**src/rtl/scan_drive_pkg.sv**
```systemverilog
package scan_drive_pkg;
  localparam int IR_W = 3;

  typedef enum logic [IR_W-1:0] {
    INS_EXTEST   = 3'b000,
    INS_SHUTDOWN = 3'b001,
    INS_DRVT     = 3'b010,
    INS_DRVS     = 3'b011,
    INS_PRIV     = 3'b100,
    INS_BYPASS   = 3'b111
  } ins_e;

  typedef struct packed {
    logic test_own;
    logic rst_req;
    logic keepalive;
    logic bypass;
  } mode_t;

  function automatic ins_e decode_ins(input logic [IR_W-1:0] code);
    case (code)
      3'b000:  return INS_EXTEST;
      3'b001:  return INS_SHUTDOWN;
      3'b010:  return INS_DRVT;
      3'b011:  return INS_DRVS;
      3'b100:  return INS_PRIV;
      default: return INS_BYPASS;
    endcase
  endfunction

  // instructions under which the selected drive strength is frozen
  function automatic logic holds_drive(input ins_e ins);
    return (ins == INS_EXTEST) || (ins == INS_SHUTDOWN) || (ins == INS_DRVT);
  endfunction

  function automatic mode_t mode_of(input ins_e ins);
    mode_t m;
    m.test_own  = holds_drive(ins);
    m.rst_req   = (ins == INS_SHUTDOWN) || (ins == INS_DRVT);
    m.keepalive = (ins == INS_SHUTDOWN) || (ins == INS_DRVT);
    m.bypass    = (ins == INS_BYPASS) || (ins == INS_SHUTDOWN);
    return m;
  endfunction
endpackage

```
**src/rtl/scan_drive_ir.sv**
```systemverilog
module scan_drive_ir
  import scan_drive_pkg::*;
(
  input  logic            clk,
  input  logic            rst,
  input  logic            ir_update,
  input  logic            tlr,
  input  logic [IR_W-1:0] ir_code,
  output ins_e            cur_q,
  output ins_e            nxt,
  output mode_t           mode_q
);
  always_comb begin
    if (tlr)            nxt = INS_BYPASS;
    else if (ir_update) nxt = decode_ins(ir_code);
    else                nxt = cur_q;
  end

  // flags are registered from the next instruction so they move with it
  always_ff @(posedge clk) begin
    if (rst) begin
      cur_q  <= INS_BYPASS;
      mode_q <= mode_of(INS_BYPASS);
    end else begin
      cur_q  <= nxt;
      mode_q <= mode_of(nxt);
    end
  end
endmodule

```
**src/rtl/scan_drive_relsync.sv**
```systemverilog
module scan_drive_relsync #(
  parameter int STAGES = 2
) (
  input  logic clk,
  input  logic rst,
  input  logic async_in,
  output logic rise
);
  logic [STAGES:0] sh;

  always_ff @(posedge clk) begin
    if (rst) sh <= '0;
    else     sh <= {sh[STAGES-1:0], async_in};
  end

  assign rise = sh[STAGES-1] & ~sh[STAGES];
endmodule

```
**src/rtl/scan_drive_latch.sv**
```systemverilog
module scan_drive_latch
  import scan_drive_pkg::*;
#(
  parameter int              NPIN    = 8,
  parameter int              CFG_W   = 3,
  parameter logic [NPIN-1:0] DRV_RST = '0
) (
  input  logic             clk,
  input  logic             rst,
  input  ins_e             cur,
  input  ins_e             nxt,
  input  logic             rel,
  input  logic             upd_dr,
  input  logic [NPIN-1:0]  bs_drv,
  input  logic [CFG_W-1:0] cfg_pins,
  output logic [NPIN-1:0]  drv_q
);
  logic [NPIN-1:0] cfg_map;
  logic [NPIN-1:0] sys_q, sys_nxt, drv_nxt;
  logic            drvs_upd, drvt_upd;

  for (genvar i = 0; i < NPIN; i++) begin : g_map
    assign cfg_map[i] = cfg_pins[i % CFG_W];
  end

  assign drvs_upd = upd_dr && (cur == INS_DRVS);
  assign drvt_upd = upd_dr && (cur == INS_DRVT);

  always_comb begin
    if (drvs_upd)                      sys_nxt = bs_drv;
    else if (rel && !holds_drive(cur)) sys_nxt = cfg_map;
    else                               sys_nxt = sys_q;
  end

  always_comb begin
    if (holds_drive(nxt)) drv_nxt = drvt_upd ? bs_drv : drv_q;
    else                  drv_nxt = sys_nxt;
  end

  always_ff @(posedge clk) begin
    if (rst) begin
      sys_q <= DRV_RST;
      drv_q <= DRV_RST;
    end else begin
      sys_q <= sys_nxt;
      drv_q <= drv_nxt;
    end
  end
endmodule

```
**src/rtl/scan_drive_ctl.sv**
```systemverilog
module scan_drive_ctl
  import scan_drive_pkg::*;
#(
  parameter int              NPIN        = 8,
  parameter int              CFG_W       = 3,
  parameter int              SYNC_STAGES = 2,
  parameter logic [NPIN-1:0] DRV_RST     = '0
) (
  input  logic             clk,
  input  logic             rst,
  input  logic [2:0]       ir_code,
  input  logic             ir_update,
  input  logic             tlr,
  input  logic             upd_dr,
  input  logic [NPIN-1:0]  bs_drv,
  input  logic             sys_rst_n,
  input  logic [CFG_W-1:0] cfg_pins,
  output logic [NPIN-1:0]  drv_small,
  output logic             test_owns_io,
  output logic             int_rst_req,
  output logic             keepalive_en,
  output logic             bypass_sel
);
  ins_e  cur_q, nxt;
  mode_t mode_q;
  logic  rel;

  scan_drive_ir u_ir (
    .clk(clk), .rst(rst), .ir_update(ir_update), .tlr(tlr),
    .ir_code(ir_code), .cur_q(cur_q), .nxt(nxt), .mode_q(mode_q)
  );

  scan_drive_relsync #(.STAGES(SYNC_STAGES)) u_sync (
    .clk(clk), .rst(rst), .async_in(sys_rst_n), .rise(rel)
  );

  scan_drive_latch #(.NPIN(NPIN), .CFG_W(CFG_W), .DRV_RST(DRV_RST)) u_latch (
    .clk(clk), .rst(rst), .cur(cur_q), .nxt(nxt), .rel(rel),
    .upd_dr(upd_dr), .bs_drv(bs_drv), .cfg_pins(cfg_pins), .drv_q(drv_small)
  );

  assign test_owns_io = mode_q.test_own;
  assign int_rst_req  = mode_q.rst_req;
  assign keepalive_en = mode_q.keepalive;
  assign bypass_sel   = mode_q.bypass;
endmodule

```
**config.mk**
```make
export PLATFORM = sky130hd
export DESIGN_NAME = scan_drive_ctl
export DESIGN_NICKNAME = d
export VERILOG_FILES = /design/src/rtl/scan_drive_pkg.sv /design/src/rtl/scan_drive_ir.sv /design/src/rtl/scan_drive_relsync.sv /design/src/rtl/scan_drive_latch.sv /design/src/rtl/scan_drive_ctl.sv
export SDC_FILE = /design/constraint.sdc
export NUM_CORES = 1
export LEC_CHECK = 0
export BUFFER_PORTS_ARGS = -buffer_cell sky130_fd_sc_hd__buf_2
export CORE_ASPECT_RATIO = 0.9
export CORE_MARGIN = 2
export CORE_UTILIZATION = 50
export DETAILED_ROUTE_END_ITERATION = 16
export GPL_TIMING_DRIVEN = 0
export PLACE_DENSITY = 0.77
export SYNTH_ARGS = -nofsm -noshare
export SYNTH_HDL_FRONTEND = slang
export SYNTH_SLANG_ARGS = --single-unit
```
**constraint.sdc**
```tcl
create_clock -name clk -period 1.82 [get_ports clk]
set_clock_uncertainty 0.05 [all_clocks]
set_input_delay 0.091 -clock clk [delete_from_list [all_inputs] [get_ports clk]]
set_output_delay 0.091 -clock clk [all_outputs]
set_load 0.02 [all_outputs]
```
Word-level counts from Yosys, hierarchy flattened
Cells that the tools add are included.
{"block": "totals", "ff_bits": 25, "latchBits": 0, "ramBits": 0, "romBits": 0, "input_bits": 20, "output_inout_bits": 12, "mem_count": 0}
{"block": "op_classes", "add_sub_neg": 0, "n_mul": 0, "n_div": 0, "n_lt_le_gt_ge": 0, "n_eq_ne": 11, "shift": 0, "mux": 7, "bitwise": 2, "reduce_logical": 13}
{"op": "$mux W8", "count": 4}
{"op": "$eq A3 B2 Y1 const B", "count": 5}
{"op": "$pmux W3 S5", "count": 1}
{"op": "$eq A3 B1 Y1 const B", "count": 3}
{"op": "$logic_not A3 Y1", "count": 3}
{"op": "$eq A3 B3 Y1 const B", "count": 2}
{"op": "$logic_or A1 B1 Y1", "count": 6}
{"op": "$mux W3", "count": 2}
{"op": "$logic_and A1 B1 Y1", "count": 3}
{"op": "$ne A2 B1 Y1 const B", "count": 1}
{"op": "$and A1 B1 Y1", "count": 1}
{"op": "$logic_not A1 Y1", "count": 1}
{"op": "$not A1 Y1", "count": 1}

Logic depth before layout (Yosys ltp)
{"block": "depth", "ltp_word": 8, "ltp_mapped": 6, "ltp_nobuf": 4}

Cells and area by module
A second synthesis with hierarchy kept.
{"block": "unflattened", "hier_cells": 102, "area_unflattened_um2": 999.7}
{"mod": "scan_drive_latch", "n_inst": 1, "cells_per_inst": 67, "area_per_inst_um2": 664.4}
{"mod": "scan_drive_ir", "n_inst": 1, "cells_per_inst": 28, "area_per_inst_um2": 247.7}
{"mod": "scan_drive_relsync", "n_inst": 1, "cells_per_inst": 7, "area_per_inst_um2": 87.6}

Worst setup path after synthesis
Ideal clock, no wire load.
{"block": "synth_path", "path_kind": "register to register", "start": "register u_ir.cur_q[0]", "end": "register u_latch.drv_q[6]", "setup_ps": 132, "arrival_time_ps": 1232, "t_required_ps": 1638, "path_slack_ps": 406, "stages_incl_launch_ff": 6, "synth_period_minus_slack_ps": 1414, "path_cell_list": "dfxtp_1 -> and4bb_1 -> buf_4 -> nor2b_1 -> a2111oi_2 -> a211oi_2"}
{"block": "synth_between", "elab_chain_cells": 8, "word_cells_on_any_way": 21}
{"element": "start, declared", "line": "scan_drive_ir.sv:9", "text": "output ins_e cur_q,"}
{"element": "start signal, assigned", "line": "scan_drive_ir.sv:25", "text": "cur_q <= nxt;"}
{"element": "$eq A3 B1 Y1 / $logic_not A3 Y1 (equally long branches)", "line": "scan_drive_pkg.sv:33", "text": "return (ins == INS_EXTEST) || (ins == INS_SHUTDOWN) || (ins == INS_DRVT);"}
{"element": "$logic_or A1 B1 Y1 (2 in a row)", "line": "scan_drive_pkg.sv:33"}
{"element": "$logic_not A1 Y1", "line": "scan_drive_latch.sv:31", "text": "else if (rel && !holds_drive(cur)) sys_nxt = cfg_map;"}
{"element": "$logic_and A1 B1 Y1", "line": "scan_drive_latch.sv:31"}
{"element": "$mux W8", "line": "scan_drive_latch.sv:31"}
{"element": "$mux W8", "line": "scan_drive_latch.sv:30", "text": "if (drvs_upd) sys_nxt = bs_drv;"}
{"element": "$mux W8", "line": "scan_drive_latch.sv:36", "text": "if (holds_drive(nxt)) drv_nxt = drvt_upd ? bs_drv : drv_q;"}
{"element": "end signal, assigned", "line": "scan_drive_latch.sv:46", "text": "drv_q <= drv_nxt;"}
{"element": "end, declared", "line": "scan_drive_latch.sv:16", "text": "output logic [NPIN-1:0] drv_q"}
Several ways; a longest one is shown, not always the timed one.
A chain may end at the register's enable or synchronous reset.

Worst setup path in the final report
{"block": "layout_path", "start": "register u_sync.sh[1]", "end": "register u_latch.drv_q[4]"}
{"block": "layout_between", "elab_chain_cells": 5}
{"element": "start, declared", "line": "scan_drive_relsync.sv:9", "text": "logic [STAGES:0] sh;"}
{"element": "start signal, assigned", "line": "scan_drive_relsync.sv:13", "text": "else sh <= {sh[STAGES-1:0], async_in};"}
{"element": "$and A1 B1 Y1", "line": "scan_drive_relsync.sv:16", "text": "assign rise = sh[STAGES-1] & ~sh[STAGES];"}
{"element": "$logic_and A1 B1 Y1", "line": "scan_drive_latch.sv:31"}
{"element": "$mux W8", "line": "scan_drive_latch.sv:31"}
{"element": "$mux W8", "line": "scan_drive_latch.sv:30"}
{"element": "$mux W8", "line": "scan_drive_latch.sv:36"}
No other way between the ends.

==> impl_metrics.ini <==
[finish]
area_growth_pct = 20.3
layout_common_cells = sky130_fd_sc_hd__buf_2, sky130_fd_sc_hd__dfxtp_1, sky130_fd_sc_hd__a21o_1
antenna-diode-count = 0
layout-drive-gt1-share_pct = 30.8
finish.cell_count_without_fillers = 173
mostFrequentLayoutCell = sky130_fd_sc_hd__buf_2
nNetsFinal = 167

[run]
maxCapViolations = 0

[synthesis]
synth_area_sq_um = 1140
synthesized_instance_count = 110
largest_family_of_logic_cells_by_synthesized_area = compound AO/OA/AOI/OAI gates
syn_area_per_cell_sq_um = 10.4
synth_warnings = 0
synth_net_count = 130
yosys.area_share.adder_pct = 0
area_share_of_xor_xnor_cells_in_the_synthesized_design_pct = 0.767
synthMuxAreaShare_pct = 6.13
simple_gate_portion_of_the_synthesized_area_pct = 15.6
netlist-cell-type-count = 31
synth-seq-cells = 25
synth_compound_gate_area_share_pct = 28.0
seq_area_frac_synth_pct = 43.8

[timing]
slew-limit-headroom_pct = 63.0
post-route-period-util_pct = 86.5
post-route-min-period_ns = 1.58
grt_setup_unrepaired = no
timing_hold_violations_final = 0
worst_margin_pin_slew_ns = 0.554
timing.final.max_slew_violations = 0
setup-violations-final = 0
finalSetupTns_ns = 0
maxClockFrequency_ghz = 0.635

[worst_setup_path]
cpPeakStageDelay_ns = 0.34
criticalPathCategory = reg -> reg
rr_endpoint = u_latch.drv_q[4]
cp_cell_sequence = nor2b_1 > clkbuf_1 > a21boi_0 > o221a_1 > a21o_1
rrSetupSlack_ns = 0.24
critical_path_arrival_ns = 1.75
critPathLaunchType = flip-flop
timing.critical_path.fanout_max = 10
critPathCaptureType = flip-flop
r2r_cells = 5
critical_path_required_ns = 2.00
critical_path.slowest_cell = sky130_fd_sc_hd__dfxtp_1
worstReg2RegStart = u_sync.sh[1]

[pwr]
power_density_nw_per_um2 = 731
power.leakage_uw = 0.000625
vdd_ir_drop_max_v = 0.000608

[route]
drc_errors = 0
average_via_count_per_standard_cell = 5.80
drt_pre_antenna_iters = 4
avgRoutedWirePerCell_um = 14.8
num_vias = 1003
routed_wl_um = 2560
ant_nets = 0
first_iter_violations = 19

[floorplan]
design.portCount = 32
die-height_um = 49.3
core-area_sq_um = 2160
floorplan.initialDensity_pct = 52.8
die_x_um = 54.4
floorplan.die_area_sq_um = 2680
num_rows = 16

[clock_network]
library_cell_used_as_clock_root_buffer = sky130_fd_sc_hd__clkbuf_4
post_cts_setup_repair_buffer_count = 0
cts_repair_resize_count = 0
clkLatencyLatePin_ns = 0.32
htree_levels = 1
cts_buffers = 3
worst_setup_hold_path_clk_slew_ns = 0.14
cts_tree = done
clock_sink_count = 25
cts-root-to-sink-buffers = 2
hold_buffers = 2

[outcome]
outcome = finished clean

[min_path]
min_from = rst
min_to = u_ir.cur_q[0]
hold_path_depth = 3
hp-class = in -> reg

[global_route]
initial_antenna_violation_count = 0
pin_count_of_the_biggest_net_entering_global_routing = 15
number_of_global_route_vias_before_repair = 919
track_usage_pct = 20.9
grt_remaining_overflow = 0
grt_pass1_wl_um = 4060

[placement]
port_buffers = 30
dpl.hpwl_um = 1810
place_inst = 167
place_congestion = 0.803
## registers in the layout (all words and copies together) (netlist names)
signal and count:
u_ir.cur_q 3, u_ir.mode_q 3, u_latch.drv_q 8, u_latch.sys_q 8, u_sync.sh 3
## metal layers
| layer | GRT usage [%] | up-vias | wire (um) |
|---|---|---|---|
| met5 | 0 | - | 0 |
| met3 | 7.06 | 5 | 150 |
| li1 | - | 493 | - |
| met1 | 26.2 | 478 | 1130 |
| met2 | 33.1 | 27 | 1250 |
| met4 | 6.25 | 0 | 32 |
## layout make-up
type | instances | area (sq um)
multi-input combinational | 76 | 577
clock buffer | 3 | 22.5
sequential | 25 | 500
timing repair buffer | 32 | 170
tap | 27 | 33.8
inverter | 1 | 3.75
clock inverter | 1 | 5.00
buffer | 8 | 61.3
fill | 190 | 788
## worst max-delay path: cells and delay by family, from the launching register on
| kind | cells | cell delay (ns) |
|---|---|---|
| compound gates | 3 | 0.58 |
| simple gates | 1 | 0.16 |
| buf+inv | 1 | 0.34 |
| flops | 1 | 0.34 |
## power by group
| part | internal [uW] | leakage, uW | total, uW | switching, uW |
|---|---|---|---|---|
| sequential | 576 | 0.000204 | 587 | 11.4 |
| clock | 82.4 | 0.0000177 | 246 | 164 |
| combinational | 75.7 | 0.000403 | 171 | 95.1 |
## stage by stage
stage / total power, uW / util [%] / hold slack [ns] / area (sq um) / worst slack [ns]
6_report: 1000 / 63.5 / 0.00782 / 1370 / 0.245
5_1_grt: 1050 / 63.5 / 0.00749 / 1370 / 0.0795
4_1_cts: 1010 / 63.5 / 0.00247 / 1370 / 0.242
3_3_place_gp: 761 / 61.3 / 0.251 / 1330 / 0.285
3_5_place_dp: 765 / 61.3 / 0.253 / 1330 / 0.277
2_1_floorplan: 703 / - / 0.146 / 1140 / 0.406
## kinds of logic (layout without fill, tap and decap cells)
family,Yosys count,after routing
compound gates,38,38
simple gates,30,30
flops,25,25
buf+inv,9,45
mux,7,7
xor+xnor,1,1
## synthesized netlist by cell type, drive strengths merged
| library cell | instances | area share [%] |
|---|---|---|
| nand2 | 2 | 0.66 |
| a2111oi | 1 | 1.3 |
| dfxtp | 25 | 44 |
| xor2 | 1 | 0.77 |
| o221a | 7 | 6.9 |
| a211oi | 1 | 1.1 |
| clkbuf | 2 | 0.66 |
| a31o | 3 | 2.3 |
| buf | 6 | 4.7 |
| a21boi | 8 | 5.3 |
| nor4 | 7 | 3.8 |
| a211o | 1 | 0.77 |
| a21oi | 4 | 1.8 |
| o21ai | 1 | 0.44 |
| and3b | 1 | 0.77 |
| nor2b | 6 | 3.3 |
| nor2 | 8 | 2.6 |
| clkinv | 1 | 0.33 |
| nand4b | 1 | 0.77 |
| and4b | 1 | 0.88 |
| o22ai | 2 | 1.6 |
| o31ai | 1 | 0.66 |
| a21o | 9 | 5.9 |
| mux2i | 7 | 6.1 |
| or2 | 1 | 0.55 |
| nand2b | 2 | 1.1 |
| and4bb | 1 | 1.1 |
## worst max path at each step
stage,start,end,slack [ns]
floorplan,u_ir.cur_q[0],u_latch.drv_q[6],0.41
global route,u_sync.sh[1],u_latch.drv_q[4],0.08
finish,u_sync.sh[1],u_latch.drv_q[4],0.24
global placement,u_ir.cur_q[1],u_latch.drv_q[6],0.28
detailed placement,u_ir.cur_q[1],u_latch.drv_q[2],0.28
CTS,u_sync.sh[1],u_latch.drv_q[4],0.24
Note: power is estimated with default switching activity, not from simulation.
